===== src/rtl/ccd3_pkg.sv =====
package ccd3_pkg;
  typedef enum logic [2:0] {
    PH_IDLE = 3'd0,
    PH_PRE  = 3'd1,
    PH_GATE = 3'd2,
    PH_POST = 3'd3,
    PH_XFER = 3'd4
  } phase_e;

  typedef enum logic [1:0] {
    PC_DUMMY = 2'd0,
    PC_OBLK  = 2'd1,
    PC_ACT   = 2'd2,
    PC_TAIL  = 2'd3
  } pcls_e;

  localparam logic [1:0] SW_BLUE  = 2'b00;
  localparam logic [1:0] SW_GREEN = 2'b01;
  localparam logic [1:0] SW_RED   = 2'b10;
  localparam logic [1:0] SW_NONE  = 2'b11;
endpackage


===== src/rtl/ccd3_color_sel.sv =====
module ccd3_color_sel
  import ccd3_pkg::*;
(
  input  logic       clk,
  input  logic       rst_n,
  input  logic       load,
  input  logic       auto_en,
  input  logic [1:0] man_code,
  input  logic       gate_on,
  output logic [1:0] sw,
  output logic [2:0] rog
);
  logic [1:0] sw_q, sw_d, rot_code;

  // rotation red -> green -> blue -> red
  always_comb begin
    case (sw_q)
      SW_RED:   rot_code = SW_GREEN;
      SW_GREEN: rot_code = SW_BLUE;
      default:  rot_code = SW_RED;
    endcase
  end

  always_comb begin
    sw_d = sw_q;
    if (load) sw_d = auto_en ? rot_code : man_code;
  end

  always_ff @(posedge clk or negedge rst_n) begin
    if (!rst_n) sw_q <= SW_NONE;
    else if (load) sw_q <= sw_d;
  end

  assign sw     = sw_q;
  assign rog[2] = gate_on && (sw_q == SW_RED);
  assign rog[1] = gate_on && (sw_q == SW_GREEN);
  assign rog[0] = gate_on && (sw_q == SW_BLUE);


  gate_onehot_chk: assert property (@(posedge clk) disable iff (!rst_n)
    $onehot0(rog));

  no_gate_when_off_chk: assert property (@(posedge clk) disable iff (!rst_n)
    (sw_q == SW_NONE) |-> (rog == 3'b000));
endmodule


===== src/rtl/ccd3_phase_ctl.sv =====
module ccd3_phase_ctl
  import ccd3_pkg::*;
#(
  parameter int CW = 8
) (
  input  logic          clk,
  input  logic          rst_n,
  input  logic          start,
  input  logic [CW-1:0] cfg_pre,
  input  logic [CW-1:0] cfg_gate,
  input  logic [CW-1:0] cfg_post,
  input  logic          xfer_last,
  output phase_e        phase,
  output logic          load
);
  phase_e        ph_q, ph_d;
  logic [CW-1:0] cnt_q, cnt_d;
  logic [CW-1:0] pre_q, gate_q, post_q;
  logic [CW:0]   cnt_inc;
  logic          hit_pre, hit_gate, hit_post;

  assign cnt_inc  = {1'b0, cnt_q} + (CW+1)'(1);
  assign hit_pre  = cnt_inc >= {1'b0, pre_q};
  assign hit_gate = cnt_inc >= {1'b0, gate_q};
  assign hit_post = cnt_inc >= {1'b0, post_q};

  always_comb begin
    ph_d  = ph_q;
    cnt_d = cnt_q;
    load  = 1'b0;
    case (ph_q)
      PH_IDLE: if (start) begin
        load  = 1'b1;
        ph_d  = PH_PRE;
        cnt_d = '0;
      end
      PH_PRE: if (hit_pre) begin
        ph_d = PH_GATE; cnt_d = '0;
      end else cnt_d = cnt_q + 1'b1;
      PH_GATE: if (hit_gate) begin
        ph_d = PH_POST; cnt_d = '0;
      end else cnt_d = cnt_q + 1'b1;
      PH_POST: if (hit_post) begin
        ph_d = PH_XFER; cnt_d = '0;
      end else cnt_d = cnt_q + 1'b1;
      PH_XFER: if (xfer_last) ph_d = PH_IDLE;
      default: ph_d = PH_IDLE;
    endcase
  end

  always_ff @(posedge clk or negedge rst_n) begin
    if (!rst_n) begin
      ph_q  <= PH_IDLE;
      cnt_q <= '0;
    end else begin
      ph_q  <= ph_d;
      cnt_q <= cnt_d;
    end
  end

  always_ff @(posedge clk or negedge rst_n) begin
    if (!rst_n) begin
      pre_q  <= '0;
      gate_q <= '0;
      post_q <= '0;
    end else if (load) begin
      pre_q  <= cfg_pre;
      gate_q <= cfg_gate;
      post_q <= cfg_post;
    end
  end

  assign phase = ph_q;


  pre_enter_chk: assert property (@(posedge clk) disable iff (!rst_n)
    load |=> (ph_q == PH_PRE) && (cnt_q == '0));

  no_relaunch_chk: assert property (@(posedge clk) disable iff (!rst_n)
    (ph_q != PH_IDLE) |-> !load);
endmodule


===== src/rtl/ccd3_pixel_clk.sv =====
module ccd3_pixel_clk
  import ccd3_pkg::*;
#(
  parameter int CW         = 8,
  parameter int N_XFER     = 2770,
  parameter int LEAD_DUMMY = 14,
  parameter int N_OB       = 49,
  parameter int N_ACT      = 2700,
  parameter int IW         = $clog2(N_XFER + 1)
) (
  input  logic          clk,
  input  logic          rst_n,
  input  logic          load,
  input  logic          run,
  input  logic [CW-1:0] cfg_half,
  input  logic [CW-1:0] cfg_rs_off,
  input  logic [CW-1:0] cfg_rs_len,
  input  logic [CW-1:0] cfg_smp,
  output logic          phi1_x,
  output logic          rs_x,
  output logic          stb_x,
  output logic          last,
  output logic [IW-1:0] idx,
  output pcls_e         cls
);
  localparam int TW     = CW + 1;
  localparam int SW     = CW + 2;
  localparam int ACT_LO = LEAD_DUMMY + N_OB;
  localparam int ACT_HI = ACT_LO + N_ACT;

  logic [CW-1:0] half_q, off_q, len_q, smp_q, h_eff;
  logic [TW-1:0] t_q, t_d, per_m1;
  logic [IW-1:0] p_q, p_d;
  logic [SW-1:0] tt, rs_lo, rs_hi, stb_at;
  logic          end_pix;

  always_ff @(posedge clk or negedge rst_n) begin
    if (!rst_n) begin
      half_q <= '0;
      off_q  <= '0;
      len_q  <= '0;
      smp_q  <= '0;
    end else if (load) begin
      half_q <= cfg_half;
      off_q  <= cfg_rs_off;
      len_q  <= cfg_rs_len;
      smp_q  <= cfg_smp;
    end
  end

  assign h_eff   = (half_q == '0) ? CW'(1) : half_q;
  assign per_m1  = {h_eff, 1'b0} - TW'(1);
  assign end_pix = (t_q == per_m1);
  assign last    = run && end_pix && (p_q == IW'(N_XFER - 1));

  always_comb begin
    t_d = '0;
    p_d = '0;
    if (run) begin
      t_d = end_pix ? '0 : t_q + 1'b1;
      p_d = end_pix ? p_q + 1'b1 : p_q;
    end
  end

  always_ff @(posedge clk or negedge rst_n) begin
    if (!rst_n) begin
      t_q <= '0;
      p_q <= '0;
    end else begin
      t_q <= t_d;
      p_q <= p_d;
    end
  end

  assign tt     = {1'b0, t_q};
  assign rs_lo  = {2'b00, off_q};
  assign rs_hi  = {2'b00, off_q} + {2'b00, len_q};
  assign stb_at = rs_hi + {2'b00, smp_q};

  assign phi1_x = (t_q >= {1'b0, h_eff});
  assign rs_x   = run && (tt >= rs_lo) && (tt < rs_hi);
  assign stb_x  = run && (tt == stb_at);
  assign idx    = run ? p_q : '0;

  always_comb begin
    if (!run)                          cls = PC_DUMMY;
    else if (p_q < IW'(LEAD_DUMMY))    cls = PC_DUMMY;
    else if (p_q < IW'(ACT_LO))        cls = PC_OBLK;
    else if (p_q < IW'(ACT_HI))        cls = PC_ACT;
    else                               cls = PC_TAIL;
  end


  stb_clear_of_rs_chk: assert property (@(posedge clk) disable iff (!rst_n)
    stb_x |-> !rs_x);

  pix_bound_chk: assert property (@(posedge clk) disable iff (!rst_n)
    run |-> (p_q < IW'(N_XFER)));
endmodule


===== src/rtl/ccd3_line_timer.sv =====
module ccd3_line_timer
  import ccd3_pkg::*;
#(
  parameter int CW         = 8,
  parameter int N_XFER     = 2770,
  parameter int LEAD_DUMMY = 14,
  parameter int N_OB       = 49,
  parameter int N_ACT      = 2700,
  parameter int IW         = $clog2(N_XFER + 1)
) (
  input  logic          clk,
  input  logic          rst_n,
  input  logic          start,
  input  logic          auto_en,
  input  logic [1:0]    color_code,
  input  logic [CW-1:0] cfg_pre,
  input  logic [CW-1:0] cfg_gate,
  input  logic [CW-1:0] cfg_post,
  input  logic [CW-1:0] cfg_half,
  input  logic [CW-1:0] cfg_rs_off,
  input  logic [CW-1:0] cfg_rs_len,
  input  logic [CW-1:0] cfg_smp,
  output logic          busy,
  output logic          sw1,
  output logic          sw2,
  output logic          rog_r,
  output logic          rog_g,
  output logic          rog_b,
  output logic          phi1,
  output logic          phi2,
  output logic          phi_rs,
  output logic          smp_stb,
  output logic [IW-1:0] pix_idx,
  output logic [1:0]    pix_cls
);
  logic [1:0] rst_sync_q;
  logic       rst_n_i;

  always_ff @(posedge clk or negedge rst_n) begin
    if (!rst_n) rst_sync_q <= 2'b00;
    else        rst_sync_q <= {rst_sync_q[0], 1'b1};
  end
  assign rst_n_i = rst_sync_q[1];

  phase_e     phase;
  logic       load, xfer_last, run;
  logic       phi1_x, rs_x, stb_x;
  logic [1:0] sw;
  logic [2:0] rog;
  pcls_e      cls;

  assign run = (phase == PH_XFER);

  ccd3_phase_ctl #(.CW(CW)) u_phase (
    .clk       (clk),
    .rst_n     (rst_n_i),
    .start     (start),
    .cfg_pre   (cfg_pre),
    .cfg_gate  (cfg_gate),
    .cfg_post  (cfg_post),
    .xfer_last (xfer_last),
    .phase     (phase),
    .load      (load)
  );

  ccd3_color_sel u_color (
    .clk      (clk),
    .rst_n    (rst_n_i),
    .load     (load),
    .auto_en  (auto_en),
    .man_code (color_code),
    .gate_on  (phase == PH_GATE),
    .sw       (sw),
    .rog      (rog)
  );

  ccd3_pixel_clk #(
    .CW(CW), .N_XFER(N_XFER), .LEAD_DUMMY(LEAD_DUMMY),
    .N_OB(N_OB), .N_ACT(N_ACT), .IW(IW)
  ) u_pix (
    .clk        (clk),
    .rst_n      (rst_n_i),
    .load       (load),
    .run        (run),
    .cfg_half   (cfg_half),
    .cfg_rs_off (cfg_rs_off),
    .cfg_rs_len (cfg_rs_len),
    .cfg_smp    (cfg_smp),
    .phi1_x     (phi1_x),
    .rs_x       (rs_x),
    .stb_x      (stb_x),
    .last       (xfer_last),
    .idx        (pix_idx),
    .cls        (cls)
  );

  assign busy    = (phase != PH_IDLE);
  assign sw1     = sw[1];
  assign sw2     = sw[0];
  assign rog_r   = rog[2];
  assign rog_g   = rog[1];
  assign rog_b   = rog[0];
  assign phi1    = run ? phi1_x : 1'b1;
  assign phi2    = ~phi1;
  assign phi_rs  = rs_x;
  assign smp_stb = stb_x;
  assign pix_cls = cls;


  sw_stable_chk: assert property (@(posedge clk) disable iff (!rst_n_i)
    (busy && $past(busy)) |-> $stable({sw1, sw2}));

  gate_hold_chk: assert property (@(posedge clk) disable iff (!rst_n_i)
    (rog_r || rog_g || rog_b) |-> (phi1 && !busy == 1'b0));

  busy_end_chk: assert property (@(posedge clk) disable iff (!rst_n_i)
    $fell(busy) |-> ($past(pix_idx) == IW'(N_XFER - 1)));

  rs_in_burst_chk: assert property (@(posedge clk) disable iff (!rst_n_i)
    phi_rs |-> busy);
endmodule


===== config.mk =====
export PLATFORM = sky130hd
export DESIGN_NAME = ccd3_line_timer
export DESIGN_NICKNAME = d
export VERILOG_FILES = /design/src/rtl/ccd3_pkg.sv /design/src/rtl/ccd3_color_sel.sv /design/src/rtl/ccd3_phase_ctl.sv /design/src/rtl/ccd3_pixel_clk.sv /design/src/rtl/ccd3_line_timer.sv
export SDC_FILE = /design/constraint.sdc
export NUM_CORES = 1
export LEC_CHECK = 0
export BUFFER_PORTS_ARGS = -buffer_cell sky130_fd_sc_hd__buf_4
export CAP_MARGIN = 20
export CORE_ASPECT_RATIO = 1.25
export CORE_MARGIN = 4
export CORE_UTILIZATION = 53
export CTS_CLUSTER_DIAMETER = 200
export CTS_CLUSTER_SIZE = 24
export DETAILED_ROUTE_END_ITERATION = 16
export GPL_TIMING_DRIVEN = 0
export PLACE_DENSITY = 0.74
export SETUP_SLACK_MARGIN = 0.1
export SLEW_MARGIN = 20
export SYNTH_ARGS = -nofsm -noshare
export SYNTH_HDL_FRONTEND = slang
export SYNTH_SLANG_ARGS = --single-unit

===== constraint.sdc =====
create_clock -name clk -period 4.5 [get_ports clk]
set_input_delay 0.9 -clock clk [delete_from_list [all_inputs] [get_ports clk]]
set_output_delay 0.9 -clock clk [all_outputs]
set_load 0.02 [all_outputs]

Word level (Yosys, flattened, before mapping)

Index checks and enable logic that the tools add are counted.

Memories kept: 0
Output and inout bits: 24
Latch bits: 0
ROM bits: 0
Bits of input ports: 62
Flip-flop bits (word level): 92
Memory bits (writable): 0

Reduce and logical (&&, ||, !) cells: 15
Multipliers: 0
Shift-type cells: 0
Equality and inequality tests: 15
Divide/modulo/power cells: 0
Add/sub/neg operators: 7
$lt $le $gt $ge: 9
Bitwise gates (word level): 1
Muxes and demuxes: 26

Operator list:

| kind                                                        | count |
|---|---|
| >= comparator 9 x 8 -> 1 bit                                | 5 |
| 2-to-1 mux 8 bit                                            | 5 |
| 2-to-1 mux 12 bit                                           | 3 |
| one-hot mux 8 bit (4 select lines)                          | 1 |
| 2-to-1 mux 9 bit                                            | 2 |
| 2-to-1 mux 3 bit                                            | 5 |
| one-hot mux 3 bit (5 select lines)                          | 1 |
| adder 12 x 1 -> 12 bit, second input constant               | 1 |
| == test 12 bit, second input constant                       | 1 |
| less-than comparator 12 bit, second input constant          | 1 |
| less-than comparator 12 x 4 -> 1 bit, second input constant | 1 |
| less-than comparator 12 x 6 -> 1 bit, second input constant | 1 |
| adder 10 x 8 -> 10 bit                                      | 1 |
| == test 9 x 10 -> 1 bit                                     | 1 |
| less-than comparator 9 x 10 -> 1 bit                        | 1 |
| adder 8 x 1 -> 9 bit, second input constant                 | 1 |
| adder 8 x 8 -> 9 bit                                        | 1 |
| adder 9 x 1 -> 9 bit, second input constant                 | 1 |
| == test 9 bit                                               | 1 |
| subtractor 9 x 1 -> 9 bit, second input constant            | 1 |
| adder 8 x 1 -> 8 bit, second input constant                 | 1 |
| logical AND 1 bit                                           | 8 |
| zero test 8 bit                                             | 1 |
| 2-to-1 mux 2 bit                                            | 4 |
| 16 further kinds                                            | 24 |

Logic depth before layout (Yosys ltp)

Word-level depth: 8
Depth in mapped cells: 14
Mapped depth without buffers: 14

Modules after synthesis

From an unflattened synthesis, not the netlist that was laid out.

Cells, all modules: 660
Area total of the unflattened synthesis: 6,302.3 µm²

Modules (own cells, without submodules):

| module          | area each (µm²) | times used | cells an instance |
|---|---|---|---|
| ccd3_pixel_clk  | 3,938.8         | 1          | 423 |
| ccd3_phase_ctl  | 2,098.3         | 1          | 211 |
| ccd3_color_sel  | 170.2           | 1          | 18 |
| ccd3_line_timer | 95.1            | 1          | 8 |

Worst setup path before layout

OpenSTA, ideal clock, no wires.

Path type: register to output
Start point: register u_pix.len_q[1]
End point: output smp_stb
Stages on the path, launching flop included: 14
Slack: 166 ps
Arrival: 3,434 ps
Cell sequence: dfrtp_1 > ha_1 > a21o_1 > a21oi_1 > nor2b_1 > o21a_1 > nor2_1 > xnor2_1 > ha_1 > a211o_1 > o221a_2 > nor4b_1 > a211oi_1 > nor4_1

Longest elaborated chain between the ends: 4

Ends and longest elaborated chain:

| element                 | line                  | source |
|---|---|---|
| start, declared         | ccd3_pixel_clk.sv:31  | `logic [CW-1:0] half_q, off_q, len_q, smp_q, h_eff;` |
| start signal, assigned  | ccd3_pixel_clk.sv:46  | `len_q <= cfg_rs_len;` |
| adder 8 x 8 -> 9 bit    | ccd3_pixel_clk.sv:77  | `assign rs_hi = {2'b00, off_q} + {2'b00, len_q};` |
| adder 10 x 8 -> 10 bit  | ccd3_pixel_clk.sv:78  | `assign stb_at = rs_hi + {2'b00, smp_q};` |
| == test 9 x 10 -> 1 bit | ccd3_pixel_clk.sv:82  | `assign stb_x = run && (tt == stb_at);` |
| logical AND 1 bit       | ccd3_pixel_clk.sv:82  |  |
| end, declared           | ccd3_line_timer.sv:32 | `output logic smp_stb,` |

No other way between the ends.

Final worst setup path

Start point: register u_pix.len_q[0]
End point: output phi_rs

Longest elaborated chain between the ends: 3

Ends and longest elaborated chain:

| element                              | line                  | source |
|---|---|---|
| adder 8 x 8 -> 9 bit                 | ccd3_pixel_clk.sv:77  |  |
| less-than comparator 9 x 10 -> 1 bit | ccd3_pixel_clk.sv:81  | `assign rs_x = run && (tt >= rs_lo) && (tt < rs_hi);` |
| logical AND 1 bit                    | ccd3_pixel_clk.sv:81  |  |
| end, declared                        | ccd3_line_timer.sv:31 | `output logic phi_rs,` |

No other way between the ends.

==> impl_metrics.tcl <==
set metrics [dict create \
    status "finished with violations" \
    violations "setup timing" \
    yosysTopAreaCellShare_pct 35.8 \
    utilization_pct 66.5 \
    synthDistinctLibCells 61 \
    drtIter0Drc 260 \
    setup_viol 2 \
    setup_ws_ns -0.122 \
    track_usage_pct 25.3 \
    relSlewSlack_pct 49.5 \
    hold_class "input pin to async pin" \
    synthToLayoutAreaGrowth_pct 22.8 \
    synth_ff_type "dfrtp_1" \
    antenna_left 0 \
    die-area_sq_mm 0.0137 \
    core_area_sq_mm 0.0116 \
    postPlaceCellArea_sq_mm 0.00715 \
    diodes 0 \
    routed_wl_mm 17.1 \
    ys_seq_elements 92 \
    worstPathMaxFanout 3 \
    vias_per_cell 5.83 \
    clock_skew_ns 0.00923 \
    wl_per_cell_microns 18.1 \
    worst-r2r-setup-slack_ns 1.19 \
    fmax_ghz 0.216 \
    drive_above_1_share_pct 23.2 \
    min_period_over_period_pct 103 \
    crit_type "flip-flop to output port" \
    port-buffer-count 85 \
    fin_cells 945 \
    clock_sinks 92 \
    initial_utilization_pct 54.1 \
    grt_max_degree 55 \
    slew_violations 0 \
    synth_nets 811 \
    grt_antenna_before_repair 0 \
    clk_pin_slew_worst_paths_ns 0.07 \
    synth_top_area_cell "dfrtp_1" \
    tightest_slew_ns 0.758 \
    arrival_ns 3.72 \
    syn_area_sq_mm 0.00629 \
    dr.pass1.iters 5 \
    maxCapViolations 0 \
    synth.area.top_cells "dfrtp_1 (36%), ha_1 (15%), mux2_2 (4.8%)" \
    start_kind "flip-flop" \
    die_h_microns 130 \
    end_kind "output port" \
    hold_buffers 0 \
    gp_congestion 0.898 \
    yosysSeqAreaShare_pct 36.7 \
    vias 5510 \
    drc 0 \
    peakVddDrop_v 0.000416 \
    p_leak_uw 0.00374 \
    cts_tree "yes" \
    hpwl_mm 12.5 \
    worstSkewPairLatency_ns 0.35 \
    fin_area_sq_mm 0.00772 \
    grt_pass1_wl_mm 27.6 \
    hold_violations 0 \
    synth-edff-count 0 \
    io-pin-count 86 \
    ctsLongestPathBuffers 2 \
    cts-root-buf "clkbuf_16" \
    numCtsBuffers 9 \
    async_flop_share_pct 100 \
    required_ns 3.60 \
    place_inst 920 \
    htreeDepth 3 \
    syn_inst 673 \
    nets 917 \
    num_rows 44 \
    yosys_warnings 0 \
    fp.dieW_microns 105 \
    period_needed_ns 4.62 \
    grt_pass1_vias 5721 \
    avgSynthCellArea_sq_um 9.34 \
    rsz0062_at_grt "true" \
    p_per_area_mw_per_mm2 800 \
    setup_tns_ns -0.236 \
    grt_overflow 0 \
]
## report_power, final
group	internal, uW	switching [uW]
Combinational	1800	2150
Clock	499	369
Sequential	1130	232
Total	3420	2750
## stage by stage
stage / hold slack, ns / total power [uW] / worst slack [ns]
5_1_grt: 0.302 / 6690 / -0.240
2_1_floorplan: 0.331 / 3840 / 0.166
3_3_place_gp: 0.341 / 4510 / -0.0185
3_5_place_dp: 0.337 / 4670 / -0.0811
6_report: 0.315 / 6180 / -0.122
4_1_cts: 0.309 / 5830 / -0.164
## Yosys cell counts, types with 4 or more instances
cell / number
nor3_1: 8
nand3_1: 15
clkbuf_1: 24
a21o_1: 14
nor2_1: 42
nor2b_1: 4
nor3b_1: 4
o21ai_0: 57
o211ai_1: 5
xor2_1: 18
ha_1: 74
nand4_1: 9
nand2_1: 60
a211oi_1: 10
mux2_2: 27
dfrtp_1: 90
and3_1: 22
a21oi_1: 20
o21bai_1: 5
nand2b_1: 18
inv_1: 51
a22o_1: 5
xnor2_1: 21
nor4_1: 8
## worst paths after layout
path,from,endpoint,depth (start not counted)
worst max-delay path,u_pix.len_q[0],phi_rs,15
worst min-delay path,rst_n,rst_sync_q[1],1
worst max register to register,u_phase.cnt_q[2],u_phase.phase[2],10
worst min register to register,rst_sync_q[0],rst_sync_q[1],0
max in group asynchronous,rst_sync_q[1],u_phase.post_q[3],1
min in group clk,rst_sync_q[0],rst_sync_q[1],0
## registers in the layout (all words and copies together) (netlist names)
signal	count
u_phase.pre_q	8
u_pix.smp_q	8
u_pix.off_q	8
u_phase.post_q	8
u_color.sw	2
u_phase.gate_q	8
rst_sync_q	2
u_pix.half_q	8
u_pix.p_q	12
u_phase.phase	3
u_pix.len_q	8
u_pix.t_q	9
u_phase.cnt_q	8
## routing by layer
metal,vias to the layer above,track usage (%),routed length (microns)
met1,2672,29.9,6700
met2,195,45.4,9000
met4,0,11.4,481
met3,39,4.26,934
met5,-,0,0
li1,2604,-,-
## layout make-up
class | count | area, sq um
clock buffers | 9 | 225
inverters | 51 | 191
clock inverters | 7 | 106
plain buffers | 27 | 110
fillers | 983 | 3890
well taps | 161 | 201
flip-flops and latches | 92 | 2310
multi-input cells | 503 | 3850
repair buffers | 95 | 726
## repair_timing
action,CTS,global route
hold endpoints to repair,0,0
buffers inserted,4,5
pin swaps,17,15
endpoints found under the setup margin,2,4
gates resized for setup,18,15
## kinds of logic (layout without fill, tap and decap cells)
family | Yosys count | in the layout | synth area share, %
other | 1 | 1 | 0.0596
adders and majority gates | 76 | 76 | 15.4
AOI/OAI and AO/OA | 154 | 154 | 16.2
DFF | 92 | 92 | 36.7
xor gates and xnor gates | 39 | 39 | 5.43
muxes | 29 | 29 | 5.23
buffers and inverters | 78 | 189 | 4.80
and+or+nand+nor | 204 | 204 | 16.2
## critical path: stages, from the launching register on
cell       delay [ns]
dfrtp_1          0.40
ha_2             0.20
fa_2             0.38
a211oi_4         0.26
nor2_2           0.10
o21a_1           0.20
nor2_2           0.13
xnor2_2          0.19
inv_2            0.08
ha_4             0.25
a21o_1           0.17
a21o_1           0.21
a2111oi_4        0.36
o31ai_2          0.12
a21oi_2          0.15
buf_4            0.16
## cells in the final DEF (no fill, tap or decap), drive strengths merged, types with 3 or more instances in the layout
cell type	synthesis	final
a211oi	10	10
a21o	14	14
a21oi	21	21
a221oi	3	3
a22o	5	5
a31o	3	3
a31oi	3	3
and3	22	22
buf	3	98
clkbuf	24	33
dfrtp	90	90
ha	74	74
inv	51	55
mux2	28	28
nand2	60	60
nand2b	18	18
nand3	15	15
nand4	9	9
nor2	42	42
nor2b	4	4
nor3	8	8
nor3b	4	4
nor4	8	8
nor4b	3	3
o211ai	5	5
o21a	3	3
o21ai	58	58
o21bai	5	5
o31ai	3	3
o41ai	3	3
or3	3	3
or4	3	3
xnor2	21	21
xor2	18	18
No activity file was read; power rests on OpenSTA's default activity.
